--- src/rtl/hotspot_eeprom_pkg.sv ---
package hotspot_eeprom_pkg;

    // Action chosen by the two low address bits inside the hotspot window.
    // The offsets are fixed: indexed software pairs rely on them.
    typedef enum logic [1:0] {
        OP_SAMPLE     = 2'd0,
        OP_CLOCK      = 2'd1,
        OP_DRIVE      = 2'd2,
        OP_CLK_TOGGLE = 2'd3
    } hot_op_e;

    // Per-bus-cycle tracker state.
    typedef enum logic [2:0] {
        ST_IDLE,
        ST_SAMPLE,
        ST_CLOCK,
        ST_DRIVE,
        ST_CLK_TOGGLE
    } cyc_state_e;

    function automatic cyc_state_e op_to_state(input hot_op_e op);
        cyc_state_e s;
        unique case (op)
            OP_SAMPLE:     s = ST_SAMPLE;
            OP_CLOCK:      s = ST_CLOCK;
            OP_DRIVE:      s = ST_DRIVE;
            OP_CLK_TOGGLE: s = ST_CLK_TOGGLE;
            default:       s = ST_IDLE;
        endcase
        return s;
    endfunction

endpackage

--- src/rtl/hotspot_decode.sv ---
module hotspot_decode
    import hotspot_eeprom_pkg::*;
#(
    parameter int ADDR_W   = 13,
    parameter int HOT_BASE = 'h6C
) (
    input  logic [ADDR_W-1:0] cpu_addr,
    output logic              hit,
    output hot_op_e           op
);
    // Window of four addresses aligned on a multiple of four.
    localparam int TAG_W = ADDR_W - 2;
    localparam logic [TAG_W-1:0] HOT_TAG = TAG_W'(HOT_BASE >> 2);

    always_comb begin
        hit = (cpu_addr[ADDR_W-1:2] == HOT_TAG);
        op  = hot_op_e'(cpu_addr[1:0]);
    end

endmodule

--- src/rtl/sda_sync.sv ---
module sda_sync #(
    parameter int STAGES = 2
) (
    input  logic clk,
    input  logic rst_n,
    input  logic d,
    output logic q
);
    // Idle level of an open-drain line is high, so the chain resets to 1.
    generate
        if (STAGES <= 1) begin : g_single
            logic r;
            always_ff @(posedge clk or negedge rst_n) begin
                if (!rst_n) r <= 1'b1;
                else        r <= d;
            end
            assign q = r;
        end else begin : g_chain
            logic [STAGES-1:0] r;
            always_ff @(posedge clk or negedge rst_n) begin
                if (!rst_n) r <= '1;
                else        r <= {r[STAGES-2:0], d};
            end
            assign q = r[STAGES-1];
        end
    endgenerate

endmodule

--- src/rtl/hotspot_cycle_fsm.sv ---
module hotspot_cycle_fsm
    import hotspot_eeprom_pkg::*;
(
    input  logic    clk,
    input  logic    rst_n,
    input  logic    hit,
    input  hot_op_e op,
    input  logic    cpu_d7,
    input  logic    phi_start,
    input  logic    phi_mid,
    input  logic    phi_end,
    input  logic    sda_level,
    output logic    a14_force_hi,
    output logic    sda_pull_low,
    output logic    bank_a8
);
    cyc_state_e state_q, state_d;

    // State register.
    always_ff @(posedge clk or negedge rst_n) begin
        if (!rst_n) state_q <= ST_IDLE;
        else        state_q <= state_d;
    end

    // Transitions: load at cycle start, drop back to idle at cycle end.
    always_comb begin
        state_d = state_q;
        unique case (state_q)
            ST_IDLE: begin
                if (phi_start && hit) state_d = op_to_state(op);
            end
            ST_SAMPLE, ST_CLOCK, ST_DRIVE, ST_CLK_TOGGLE: begin
                if (phi_end) state_d = ST_IDLE;
            end
            default: state_d = ST_IDLE;
        endcase
    end

    // Clock override is a pure decode of the state, so it spans the cycle.
    assign a14_force_hi = (state_q == ST_CLOCK) || (state_q == ST_CLK_TOGGLE);

    // Held outputs: pull-down updates at mid-cycle, bank bit at cycle end.
    always_ff @(posedge clk or negedge rst_n) begin
        if (!rst_n) begin
            sda_pull_low <= 1'b0;
            bank_a8      <= 1'b0;
        end else begin
            unique case (state_q)
                ST_DRIVE: begin
                    if (phi_mid) sda_pull_low <= ~cpu_d7;
                end
                ST_CLK_TOGGLE: begin
                    if (phi_mid) sda_pull_low <= ~sda_pull_low;
                end
                ST_SAMPLE: begin
                    if (phi_end) bank_a8 <= sda_level;
                end
                ST_IDLE, ST_CLOCK: begin
                end
                default: begin
                end
            endcase
        end
    end

endmodule

--- src/rtl/hotspot_eeprom_bitbang.sv ---
module hotspot_eeprom_bitbang
    import hotspot_eeprom_pkg::*;
#(
    parameter int ADDR_W      = 13,
    parameter int HOT_BASE    = 'h6C,
    parameter int SYNC_STAGES = 2
) (
    input  logic              clk,
    input  logic              rst_n,
    input  logic [ADDR_W-1:0] cpu_addr,
    input  logic              cpu_d7,
    input  logic              phi_start,
    input  logic              phi_mid,
    input  logic              phi_end,
    input  logic              sda_in,
    output logic              a14_force_hi,
    output logic              sda_pull_low,
    output logic              bank_a8
);
    logic    hot_hit;
    hot_op_e hot_op;
    logic    sda_level;

    hotspot_decode #(
        .ADDR_W  (ADDR_W),
        .HOT_BASE(HOT_BASE)
    ) u_decode (
        .cpu_addr(cpu_addr),
        .hit     (hot_hit),
        .op      (hot_op)
    );

    sda_sync #(
        .STAGES(SYNC_STAGES)
    ) u_sync (
        .clk  (clk),
        .rst_n(rst_n),
        .d    (sda_in),
        .q    (sda_level)
    );

    hotspot_cycle_fsm u_fsm (
        .clk         (clk),
        .rst_n       (rst_n),
        .hit         (hot_hit),
        .op          (hot_op),
        .cpu_d7      (cpu_d7),
        .phi_start   (phi_start),
        .phi_mid     (phi_mid),
        .phi_end     (phi_end),
        .sda_level   (sda_level),
        .a14_force_hi(a14_force_hi),
        .sda_pull_low(sda_pull_low),
        .bank_a8     (bank_a8)
    );

endmodule

--- config.mk ---
export PLATFORM = sky130hd
export DESIGN_NAME = hotspot_eeprom_bitbang
export DESIGN_NICKNAME = d
export VERILOG_FILES = /design/src/rtl/hotspot_eeprom_pkg.sv /design/src/rtl/hotspot_decode.sv /design/src/rtl/sda_sync.sv /design/src/rtl/hotspot_cycle_fsm.sv /design/src/rtl/hotspot_eeprom_bitbang.sv
export SDC_FILE = /design/constraint.sdc
export NUM_CORES = 1
export LEC_CHECK = 0
export ABC_AREA = 0
export ABC_CLOCK_PERIOD_IN_PS = 3000
export BUFFER_PORTS_ARGS = -buffer_cell sky130_fd_sc_hd__buf_2
export CORE_AREA = 2 2 39 41
export CTS_BUF_LIST = sky130_fd_sc_hd__clkbuf_2
export CTS_CLUSTER_SIZE = 12
export DETAILED_ROUTE_END_ITERATION = 12
export DIE_AREA = 0 0 41 43
export GPL_TIMING_DRIVEN = 0
export PLACE_DENSITY = 0.62
export SLEW_MARGIN = 40
export SYNTH_ARGS = -nofsm -noshare
export SYNTH_HDL_FRONTEND = slang
export SYNTH_SLANG_ARGS = --single-unit
--- constraint.sdc ---
create_clock -name clk -period 3 [get_ports clk]
set_clock_uncertainty 0.2 [all_clocks]
set_input_delay 0.3 -clock clk [delete_from_list [all_inputs] [get_ports clk]]
set_output_delay 0.3 -clock clk [all_outputs]
set_load 0.02 [all_outputs]
Word-level counts from Yosys, hierarchy flattened
Index checks and enable logic that the tools add are counted.
- register bits after elaboration: 7
- input bits: 20
- eq/ne operators: 12
- multiplexer cells: 7
- bitwise gates (word level): 2
- reductions and logical operators: 9
- operators by type and width (operator ; count):
    3-bit one-hot mux with 4 select lines ; 1
    11-bit by 5-bit equality test with 1-bit output (second input constant) ; 1
    3-bit by 2-bit equality test with 1-bit output (second input constant) ; 2
    3-bit 2-to-1 mux ; 2
    2-bit != test (second input constant) ; 3
    3-bit one-hot mux with 2 select lines ; 1
    2-bit equality test (second input constant) ; 2
    2-bit AND reduction ; 2
    4-bit OR reduction ; 1
    3-bit by 1-bit equality test with 1-bit output (second input constant) ; 1
    3-bit equality test (second input constant) ; 1
    3-bit zero test ; 1
    3-bit AND reduction ; 1
    2-bit by 1-bit equality test with 1-bit output (second input constant) ; 1
    2-bit zero test ; 1
    1-bit 2-to-1 mux ; 2
    2-bit by 1-bit != test with 1-bit output (second input constant) ; 1
    1-bit inverter ; 2
    1-bit one-hot mux with 2 select lines ; 1
    2-bit nonzero test ; 1
    1-bit logical AND ; 1
    1-bit logical OR ; 1

Longest topological paths before layout
- depth in word-level cells: 4
- mapped depth: 4
- mapped depth without buffers: 4

Modules after synthesis
A second synthesis with hierarchy kept.
- cells, all modules: 44
- area total of the unflattened synthesis: 447.9 µm²
- modules (own cells, without submodules) (module ; times used ; cells an instance ; area each (µm²) ; sequential area each (µm²)):
    hotspot_cycle_fsm ; 1 ; 36 ; 344.1 ; 125.1
    sda_sync ; 1 ; 2 ; 52.6 ; 52.6
    hotspot_decode ; 1 ; 6 ; 51.3 ; 0.0

Least setup slack after synthesis
OpenSTA, ideal clock, no wires.
- kind: register to register
- start point: register u_fsm.state_q[1]
- end point: register u_fsm.state_q[0]
- data arrival time: 1.433 ns
- data required time: 2.722 ns
- setup slack: 1.289 ns
- stages on the path, launching flop included: 5
- buffers on the path: 1
- period minus slack after synthesis: 1.711 ns
- cell sequence: dfrtp_1 buf_6 or4_4 nor4_4 o2bb2ai_1
- word-level cells in the longest chain between the ends: 4
- elaborated cells between the ends (all ways): 10
- ends and longest elaborated chain (item ; RTL line ; source):
    start: declaration ; hotspot_cycle_fsm.sv:17 ; cyc_state_e state_q, state_d;
    start signal: assignment ; hotspot_cycle_fsm.sv:22 ; else state_q <= state_d;
    3-bit by 1-bit equality test with 1-bit output, or another cell as far along ; hotspot_cycle_fsm.sv:28 ; unique case (state_q)
    4-bit OR reduction ; hotspot_cycle_fsm.sv:28 ;
    2-bit != test (no line) ; -- ;
    2-bit AND reduction (no line) ; -- ;
Several ways; a longest one is shown, not always the timed one.
A chain may end at the register's enable or synchronous reset.

Final worst setup path
Same ends and word-level chain as after synthesis.

==> results_dict.tcl <==
set metrics [dict create \
    crit_required_ps 2940 \
    postCtsResizedCells 0 \
    clock-root-buffer "clkbuf_2" \
    min_path_type "input pin to register" \
    routabilityCongestion 0.6265 \
    maxCapViolations 0 \
    post-route-period-util_pct 59.59 \
    syn_nets 61 \
    syn_avg_cell_area_sq_um 11.39 \
    ir_drop_mv 0.2271 \
    min-delay-start "phi_end" \
    async_flop_share_pct 100.0 \
    reg2reg_depth 4 \
    pwr-share-seq_pct 51.0 \
    crit_fanout 9 \
    vias 375 \
    drive_above_1_share_pct 56.06 \
    fp.coreArea_sq_um 1384 \
    cts_tree "done" \
    viasPerCell 4.573 \
    grt_antenna_before_repair 0 \
    ys_types 25 \
    die_x_microns 41 \
    synthTopCellsByArea "dfrtp_1, dfstp_2, ha_1" \
    hold_viol_final 0 \
    rr_endpoint "u_fsm.state_q[0]$_DFFE_PN0P_" \
    post-place-cells 76 \
    io_buffers 22 \
    cp.arrival_ps 1730 \
    ant_nets 0 \
    grt.total_usage_pct 9.146 \
    ys_top_cells_by_count "dfrtp_1, ha_1, nor2_1" \
    sw_frac_of_total_pct 22.90 \
    status "finished clean" \
    crit_chain "buf_6 -> or4_4 -> nor4_4 -> o2bb2ai_1" \
    power.total_mw 0.1962 \
    pwr-share-clk_pct 33.8 \
    fp.dieArea_sq_um 1763 \
    power_switching_mw 0.04493 \
    whs_endpoint "u_fsm.state_q[0]$_DFFE_PN0P_" \
    drtPass1Iterations 1 \
    synthFlopType "dfrtp_1" \
    path_class "register to register" \
    synth_top_area_share_pct 28.90 \
    drt-initial-drc-count 0 \
    fmax_ghz 0.5594 \
    clockBufferDepth 2 \
    synth_most_common_cell "dfrtp_1" \
    cp_slowest_cell "or4_4" \
    io_pins 23 \
    ys_ff_latch 7 \
    grt_pass1_vias 305 \
    cts_made_buffers 3 \
    grt_max_degree 10 \
    rows 14 \
    ff2ff_setup_slack_ps 1210 \
    synthesis.area_sq_um 432.9 \
    synth_edf_count 0 \
    drc 0 \
    internal_power_mw 0.1513 \
    final_cells 82 \
    clkTransAtPathRegs_ps 60 \
    n_fill_cell 146 \
    yosys_warnings 0 \
    grt_pass1_wl_microns 1104 \
    max-slew-margin-rel_pct 82.02 \
    period_needed_ps 1788 \
    hold_slack_ps 96.34 \
    wl_microns 747 \
    ys_seq_area_share_pct 41.04 \
    h-tree-depth 1 \
    share_comb_of_total_power_pct 15.2 \
    leakagePower_nw 0.3215 \
    worst-path-buf-inv 1 \
    setup_tns_ps 0 \
    die_h_microns 43 \
    clock_latency_ps 210 \
    reg2reg_from "u_fsm.state_q[1]$_DFFE_PN0P_" \
    rsz0062_at_grt "no" \
    start_util_pct 31.28 \
    area_growth_pct 39.31 \
    finalSetupViolCount 0 \
    hpwl_microns 636.1 \
    drv_slew 0 \
    cp-end-kind "register" \
    start_kind "register" \
    overflow 0 \
    numClockSinks 7 \
    crit_family "simple AND/OR/NAND/NOR gates" \
    power_density_nw_per_um2 325.3 \
    antenna_cells 0 \
    crit_path_max_incr_delay_ps 540 \
    wl_per_cell_microns 9.110 \
    hold_path_depth 2 \
    synthCells 38 \
    final_core_util_pct 43.58 \
    yosys.area.top_type "dfrtp_1" \
    worst_pin_slew_ps 267.7 \
    final_nets 90 \
]
layout make-up:
type	instances	area (sq um)	area share, %
Buffer	2	16.27	2.697
Clock buffer	4	20.02	3.320
Inverter	2	7.507	1.245
Multi-Input combinational cell	27	231.5	38.38
Sequential cell	7	177.7	29.46
Tap cell	16	20.02	3.320
Timing Repair Buffer	24	130.1	21.58
worst max path at each step:
stage                                   end  slack, ps  cells after the start                          from
2_1_floorplan  u_fsm.state_q[0]$_DFFE_PN0P_       1290                      4  u_fsm.state_q[1]$_DFFE_PN0P_
3_3_place_gp   u_fsm.state_q[0]$_DFFE_PN0P_       1210                      4  u_fsm.state_q[1]$_DFFE_PN0P_
3_5_place_dp   u_fsm.state_q[0]$_DFFE_PN0P_       1210                      4  u_fsm.state_q[1]$_DFFE_PN0P_
4_1_cts        u_fsm.state_q[0]$_DFFE_PN0P_       1200                      4  u_fsm.state_q[1]$_DFFE_PN0P_
5_1_grt        u_fsm.state_q[2]$_DFFE_PN0P_       1150                      4  u_fsm.state_q[1]$_DFFE_PN0P_
6_report       u_fsm.state_q[0]$_DFFE_PN0P_       1210                      4  u_fsm.state_q[1]$_DFFE_PN0P_
flip-flops by register name (all words and copies together) (netlist names):
name and flops:
u_fsm.bank_a8 1, u_sync.g_chain.r 2, u_fsm.state_q 3, u_fsm.sda_pull_low 1
power by group through the flow:
| stage | clock network, mW | logic (mW) | registers (mW) |
|---|---|---|---|
| after detailed placement | 0 | 0.0285 | 0.102 |
| after global routing | 0.0726 | 0.0339 | 0.100 |
| after CTS | 0.0690 | 0.0306 | 0.100 |
| after global placement | 0 | 0.0275 | 0.102 |
| final | 0.0663 | 0.0299 | 0.100 |
| after floorplan | 0 | 0.00892 | 0.104 |
cells in the final DEF, fill, tap and decap left out:
cell           Yosys  layout
o21ai_0            2       2
xnor2_1            1       1
nor2_1             3       3
a21o_1             1       1
nor3b_1            2       2
nand4_1            1       1
mux2_2             1       1
nand4b_1           1       1
buf_2              0      22
or3b_2             1       1
clkbuf_2           1       5
or4_4              1       1
o2bb2ai_1          2       2
dfrtp_1            5       5
nand2_1            1       1
or4b_4             1       1
nand2b_1           1       1
dlygate4sd3_1      0       2
inv_1              2       2
buf_6              1       1
dfstp_2            2       2
ha_1               3       3
o211a_1            1       1
nor4_4             1       1
and4b_2            1       1
a21oi_1            1       1
or2_2              1       1
per-layer routing:
layer	wire length, microns	vias to the layer above	share of wire [%]	GRT usage, %
li1	-	194	-	-
met2	359	14	48	14.69
met1	321	167	43	10.37
met4	0	0	0	2.000
met5	0	-	0	0
met3	66	0	8.8	4.712
logic make-up (layout without fill, tap and decap cells):
kind of cell | count (synthesis) | count (layout) | synth area share [%]
AOI/OAI and AO/OA | 7 | 7 | 11.56
xor gates and xnor gates | 1 | 1 | 2.023
adders and majority gates | 3 | 3 | 8.671
buffers and inverters | 4 | 32 | 5.491
DFF | 7 | 7 | 41.04
muxes | 1 | 1 | 2.601
and+or+nand+nor | 15 | 15 | 28.61
worst reg2reg max path: stages, from the launching register on:
cell and delay, ps:
dfrtp_1 370, buf_6 130, or4_4 540, nor4_4 320
o2bb2ai_1 150
stage by stage:
| step | area [sq um] | worst slack [ps] |
|---|---|---|
| 2_1_floorplan | 432.9 | 1289 |
| 3_3_place_gp | 563.0 | 1211 |
| 3_5_place_dp | 563.0 | 1211 |
| 4_1_cts | 603.1 | 1196 |
| 5_1_grt | 603.1 | 1154 |
| 6_report | 603.1 | 1212 |
repair_timing:
action / 4_1_cts / 5_1_grt
buffers inserted: 0 / 0
hold buffers: 2 / 0
hold endpoints to repair: 8 / 0
No activity file was read; power rests on OpenSTA's default activity.
